--- src/rtl/lockup_safe_lfsr_pkg.sv ---
package lockup_safe_lfsr_pkg;

    // Widest register the helpers below support.
    localparam int unsigned MAX_W = 64;

    // What the state register does on a given edge.
    typedef enum logic [1:0] {
        ACT_HOLD  = 2'd0,
        ACT_SHIFT = 2'd1,
        ACT_LOAD  = 2'd2
    } lfsr_act_e;

    // Per-cycle handshake between the run counter and the register.
    typedef struct packed {
        logic step;    // an enabled shift happens this edge
        logic clear;   // the run history is discarded (forced load)
    } run_ctrl_t;

    // Parity of the tapped bits.
    function automatic logic tap_parity(input logic [MAX_W-1:0] s,
                                        input logic [MAX_W-1:0] m);
        return ^(s & m);
    endfunction

endpackage

--- src/rtl/lockup_safe_lfsr_ctrl.sv ---
module lockup_safe_lfsr_ctrl
    import lockup_safe_lfsr_pkg::*;
(
    input  logic      en,
    input  logic      force_en,
    output lfsr_act_e act,
    output run_ctrl_t rc
);
    always_comb begin
        if (force_en) begin
            act = ACT_LOAD;
        end else if (en) begin
            act = ACT_SHIFT;
        end else begin
            act = ACT_HOLD;
        end
        rc.step  = (act == ACT_SHIFT);
        rc.clear = (act == ACT_LOAD);
    end
endmodule

--- src/rtl/lockup_safe_lfsr_runcnt.sv ---
module lockup_safe_lfsr_runcnt
    import lockup_safe_lfsr_pkg::*;
#(
    parameter int unsigned WIDTH = 8
) (
    input  logic      clk,
    input  logic      rst,
    input  run_ctrl_t rc,
    input  logic      bit_out,
    output logic      inject,
    output logic      pulse_q
);
    // The count never has to exceed WIDTH-1.
    localparam int unsigned CW = (WIDTH > 2) ? $clog2(WIDTH) : 1;
    localparam logic [CW-1:0] LIMIT = CW'(WIDTH - 1);

    logic [CW-1:0] run_q;

    // The Wth zero in a row can only come from the all-zero state.
    assign inject = rc.step && !bit_out && (run_q == LIMIT);

    always_ff @(posedge clk) begin
        if (rst) begin
            run_q   <= '0;
            pulse_q <= 1'b0;
        end else begin
            pulse_q <= inject;
            if (rc.clear) begin
                run_q <= '0;
            end else if (rc.step) begin
                if (bit_out || inject) begin
                    run_q <= '0;
                end else begin
                    run_q <= run_q + 1'b1;
                end
            end
        end
    end
endmodule

--- src/rtl/lockup_safe_lfsr_shreg.sv ---
module lockup_safe_lfsr_shreg
    import lockup_safe_lfsr_pkg::*;
#(
    parameter int unsigned     WIDTH    = 8,
    parameter logic [WIDTH-1:0] TAP_MASK = 8'hB8
) (
    input  logic             clk,
    input  logic             rst,
    input  lfsr_act_e        act,
    input  logic             inject,
    input  logic [WIDTH-1:0] load_val,
    output logic [WIDTH-1:0] state_q
);
    localparam logic [WIDTH-1:0] SEED = WIDTH'(1);

    logic fb_lin;
    logic fb;

    assign fb_lin = tap_parity(MAX_W'(state_q), MAX_W'(TAP_MASK));
    // The injected one only matters when the linear feedback is zero from an all-zero state.
    assign fb     = fb_lin | inject;

    always_ff @(posedge clk) begin
        if (rst) begin
            state_q <= SEED;
        end else begin
            case (act)
                ACT_LOAD:  state_q <= load_val;
                ACT_SHIFT: state_q <= {state_q[WIDTH-2:0], fb};
                default:   state_q <= state_q;
            endcase
        end
    end
endmodule

--- src/rtl/lockup_safe_lfsr.sv ---
module lockup_safe_lfsr
    import lockup_safe_lfsr_pkg::*;
#(
    parameter int unsigned      WIDTH    = 8,
    parameter logic [WIDTH-1:0] TAP_MASK = 8'hB8
) (
    input  logic             clk,
    input  logic             rst,
    input  logic             en,
    input  logic             force_en,
    input  logic [WIDTH-1:0] force_val,
    output logic             dout,
    output logic [WIDTH-1:0] state_q,
    output logic             recover_pulse
);
    lfsr_act_e act;
    run_ctrl_t rc;
    logic      inject;

    lockup_safe_lfsr_ctrl u_ctrl (
        .en       (en),
        .force_en (force_en),
        .act      (act),
        .rc       (rc)
    );

    lockup_safe_lfsr_shreg #(
        .WIDTH    (WIDTH),
        .TAP_MASK (TAP_MASK)
    ) u_shreg (
        .clk      (clk),
        .rst      (rst),
        .act      (act),
        .inject   (inject),
        .load_val (force_val),
        .state_q  (state_q)
    );

    assign dout = state_q[WIDTH-1];

    lockup_safe_lfsr_runcnt #(
        .WIDTH (WIDTH)
    ) u_runcnt (
        .clk     (clk),
        .rst     (rst),
        .rc      (rc),
        .bit_out (dout),
        .inject  (inject),
        .pulse_q (recover_pulse)
    );
endmodule

--- config.mk ---
export PLATFORM = sky130hd
export DESIGN_NAME = lockup_safe_lfsr
export DESIGN_NICKNAME = d
export VERILOG_FILES = /design/src/rtl/lockup_safe_lfsr_pkg.sv /design/src/rtl/lockup_safe_lfsr_ctrl.sv /design/src/rtl/lockup_safe_lfsr_runcnt.sv /design/src/rtl/lockup_safe_lfsr_shreg.sv /design/src/rtl/lockup_safe_lfsr.sv
export SDC_FILE = /design/constraint.sdc
export NUM_CORES = 1
export LEC_CHECK = 0
export ABC_CLOCK_PERIOD_IN_PS = 1900
export BUFFER_PORTS_ARGS = -buffer_cell sky130_fd_sc_hd__buf_2
export CAP_MARGIN = 30
export CORE_MARGIN = 1.5
export CORE_UTILIZATION = 40
export CTS_BUF_LIST = sky130_fd_sc_hd__clkbuf_4 sky130_fd_sc_hd__clkbuf_8
export DETAILED_ROUTE_END_ITERATION = 7
export PLACE_DENSITY = 0.64
export SYNTH_ARGS = -nofsm -noshare
export SYNTH_HDL_FRONTEND = slang
export SYNTH_SLANG_ARGS = --single-unit
--- constraint.sdc ---
create_clock -name clk -period 1.9 [get_ports clk]
set_input_delay 0.19 -clock clk [delete_from_list [all_inputs] [get_ports clk]]
set_output_delay 0.19 -clock clk [all_outputs]
set_load 0.01 [all_outputs]
# == Word level (Yosys, flattened, before mapping) ==
# Cells that the tools add are included.
# classes
add_sub_neg,1
n_bitwise,1
eq_ne,3
n_reduce_logical,7
n_mux,4
# op_table
operator,count
$reduce_xor 64->1,1
$pmux 8 s2,1
$add 3x1->3 const B,1
$eq 3x3->1 const B,1
$mux 3,1
$eq 2x1->1 const B,1
$eq 2x2->1 const B,1
$logic_and 1x1->1,2
$mux 2,1
$reduce_bool 2->1,1
$reduce_or 2->1,1
$logic_not 1->1,1
$logic_or 1x1->1,1
$mux 1,1
$or 1x1->1,1
# totals
in_bits,12
regBits,12
wordCells,19

# == Depth between registers and ports, before layout ==
# depth
word_depth,7
mapped_depth,5
mapped_depth_nobuf,5

# == Modules after synthesis ==
# From an unflattened synthesis, not the netlist that was laid out.
# hier_totals
cells_unflattened,66
area_unflattened_um2,679.4
# modules_own_cells
mod,cells_per_inst,instances,area_each_um2,seq_area_each_um2
lockup_safe_lfsr_shreg,42,1,456.7,160.2
lockup_safe_lfsr_runcnt,19,1,190.2,80.1
lockup_safe_lfsr_ctrl,4,1,25.0,0.0
lockup_safe_lfsr,1,1,7.5,0.0

# == Worst setup path after synthesis ==
# OpenSTA, ideal clock, no wires.
# synth_path
path_kind,reg-to-reg
start,register u_shreg.state_q[3]
end,register u_shreg.state_q[0]
required_ns,1.821
setup_ns,0.079
n_path_buf,0
t_arrival_ns,1.257
period_less_slack_ns,1.336
path_stages_with_launch,4
slack_ns,0.564
path_cell_list,dfxtp_1 > xnor3_1 > mux2_4 > a211oi_2
# synth_between
elab_chain_cells,3
# synth_lines
item,line,rtl
from (decl),lockup_safe_lfsr_shreg.sv:12,output logic [WIDTH-1:0] state_q
from (signal assigned),lockup_safe_lfsr_shreg.sv:28,ACT_LOAD: state_q <= load_val;
from (signal assigned),lockup_safe_lfsr_shreg.sv:29,"ACT_SHIFT: state_q <= {state_q[WIDTH-2:0], fb};"
from (signal assigned),lockup_safe_lfsr_shreg.sv:30,default: state_q <= state_q;
$reduce_xor 64->1,lockup_safe_lfsr_pkg.sv:22,return ^(s & m);
$or 1x1->1,lockup_safe_lfsr_shreg.sv:21,assign fb = fb_lin | inject;
$pmux 8 s2,lockup_safe_lfsr_shreg.sv:27,case (act)
# Every way passes these cells.
# A chain may end at the register's enable or synchronous reset.

# == Worst setup path after layout ==
# Ends and elaborated chain as after synthesis.

==> results.sh <==
export IMPL_status="completed"
export IMPL_vias_per_cell=5.25
export IMPL_crit_start="u_shreg.state_q[3]"
export IMPL_p_leak_uw=0.000358
export IMPL_grt_pass1_wl_um=1820
export IMPL_crit_arrival_ns=1.54
export IMPL_async_flop_share_pct=0
export IMPL_synth_top_area_share_pct=39.5
export IMPL_path_clk_slew_ns=0.07
export IMPL_synth_distinct_cells=20
export IMPL_yosysMostFrequentCell="dfxtp_1"
export IMPL_hp_start="force_val[5]"
export IMPL_portBuffers=21
export IMPL_ir_worst_vdd_v=0.000387
export IMPL_worstSetupPathType="register to register"
export IMPL_cts_max_level=1
export IMPL_clock_path_buffers=2
export IMPL_rsz0062_at_grt="false"
export IMPL_slew_headroom_pct=77.8
export IMPL_endpoint_kind="register"
export IMPL_synth_nets=72
export IMPL_initial_core_util_pct=44.5
export IMPL_clock_fmax_mhz=742
export IMPL_critPathMaxFanout=4
export IMPL_grt_pass1_vias=446
export IMPL_die_h_um=42.0
export IMPL_place_congestion=0.678
export IMPL_grt_overflow=0
export IMPL_die_area_mm2=0.00176
export IMPL_syn_inst=58
export IMPL_instances_no_fill=92
export IMPL_drive_above_1_share_pct=33.8
export IMPL_drc=0
export IMPL_setup_violations=0
export IMPL_clk_latency_ns=0.26
export IMPL_start_kind="register"
export IMPL_num_fill_cells=145
export IMPL_slew_violations=0
export IMPL_clock_sinks=12
export IMPL_core_area_mm2=0.00137
export IMPL_synth_edf_count=0
export IMPL_skew_ns=0.00139
export IMPL_num_nets_final=93
export IMPL_grt_antenna_before_repair=0
export IMPL_ys_seq_elements=12
export IMPL_cts_setup_buffers=0
export IMPL_drt_iter0_drc=3
export IMPL_cts_tree="done"
export IMPL_synthTopCellsByArea="dfxtp_1, mux2_1, mux2i_1"
export IMPL_reg2reg_from="u_shreg.state_q[3]"
export IMPL_syn_area_um2=608
export IMPL_tns_ns=0
export IMPL_period_needed_ns=1.35
export IMPL_yosys_warnings=0
export IMPL_routed_wl_um=1140
export IMPL_post_cts_resize_count=0
export IMPL_hold_buffers=0
export IMPL_powerDensity_mw_per_mm2=719
export IMPL_cp_data_required_time_ns=2.09
export IMPL_rows=13
export IMPL_root_buffer="clkbuf_4"
export IMPL_grt_usage_pct=13.6
export IMPL_die_width_um=42.0
export IMPL_first_pass_iters=3
export IMPL_fin_crit_sh_pct=71.0
export IMPL_ys_flop_type="dfxtp_1"
export IMPL_syn2layout_area_growth_pct=19.8
export IMPL_grt_max_degree=17
export IMPL_numCtsBuffers=3
export IMPL_ant_nets=0
export IMPL_antennaDiodeCount=0
export IMPL_io_pins=22
export IMPL_drv_cap=0
export IMPL_dr_total_vias=483
export IMPL_yosysTopAreaCell="dfxtp_1"
export IMPL_dp_cells=89
export IMPL_hp_class="primary input to register"
export IMPL_dp_hpwl_um=782
export IMPL_synth_commonest_cells="dfxtp_1, nor2_1, mux2_1, mux2i_1, buf_2"
export IMPL_worst_pin_slew_ns=0.333
export IMPL_wl_per_cell_um=12.3
export IMPL_hold_viol_final=0
export IMPL_synth_avg_cell_area_um2=10.5
export IMPL_postPlaceCellArea_um2=706
export IMPL_fin_area_um2=728
export IMPL_ys_seq_area_share_pct=39.5
cell type report:
type	count	area (um2)	area share, %
Multi-Input combinational cell	41	342	46.9
Sequential cell	12	240	33.0
Timing Repair Buffer	21	105	14.4
Clock buffer	3	22.5	3.09
Tap cell	15	18.8	2.58
stage by stage:
stage	utilization [%]	total power [uW]	hold WS (ns)	setup slack (ns)
final	53.3	524	0.159	0.551
after global routing	53.3	553	0.153	0.499
after CTS	53.3	532	0.156	0.539
after detailed placement	51.6	380	0.433	0.565
after global placement	51.6	379	0.421	0.560
after floorplan	-	349	0.266	0.564
critical path, stage by stage (launching register included):
cell and delay, ns:
dfxtp_1 0.36, xnor3_1 0.44, mux2_4 0.31, a211oi_2 0.16
state kept, by name (all words and copies together) (netlist names):
register	flops
u_shreg.state_q	8
u_runcnt.run_q	3
u_runcnt.pulse_q	1
path summary, 6_finish.rpt:
| check | to | slack, ns | cells after the start |
|---|---|---|---|
| max | u_shreg.state_q[0] | 0.55 | 3 |
| min | u_shreg.state_q[5] | 0.16 | 3 |
| max reg2reg | u_shreg.state_q[0] | 0.55 | 3 |
| min reg2reg | u_runcnt.run_q[0] | 0.51 | 2 |
cell usage in the layout, fill, tap and decap left out:
master | netlist | routed
a211oi_1 | 1 | 1
a211oi_2 | 1 | 1
a31oi_1 | 2 | 2
buf_2 | 3 | 21
clkbuf_4 | 0 | 3
dfxtp_1 | 12 | 12
ha_1 | 2 | 2
mux2_1 | 7 | 7
mux2_4 | 1 | 1
mux2i_1 | 7 | 7
nand2_1 | 1 | 1
nand2b_1 | 1 | 1
nand3b_1 | 1 | 1
nor2_1 | 8 | 8
nor2b_1 | 2 | 2
nor3_1 | 2 | 2
nor3b_1 | 2 | 2
nor4_1 | 2 | 2
xnor3_1 | 1 | 1
routing by layer:
layer,vias up,wire (um),GRT usage (%)
li1,245,-,-
met1,216,550,16.8
met2,18,498,21.9
met3,4,69,2.59
met4,0,19,7.74
met5,-,0,0
power by group:
| part | total (uW) | switching (uW) | internal, uW |
|---|---|---|---|
| Sequential | 275 | 10.4 | 265 |
| Combinational | 98.1 | 45.5 | 52.6 |
| Clock | 150 | 76.9 | 73.2 |
| Total | 524 | 133 | 391 |
kinds of logic (layout without fill, tap and decap cells):
logic type / after synthesis / count (layout) / synth area share, %
flops: 12 / 12 / 39.5
fa+ha+maj: 2 / 2 / 4.11
simple gates: 19 / 19 / 16.0
buf+inv: 5 / 24 / 4.32
compound gates: 4 / 4 / 5.35
xor+xnor: 1 / 1 / 3.70
mux: 15 / 15 / 27.0
No activity file was read; power rests on OpenSTA's default activity.
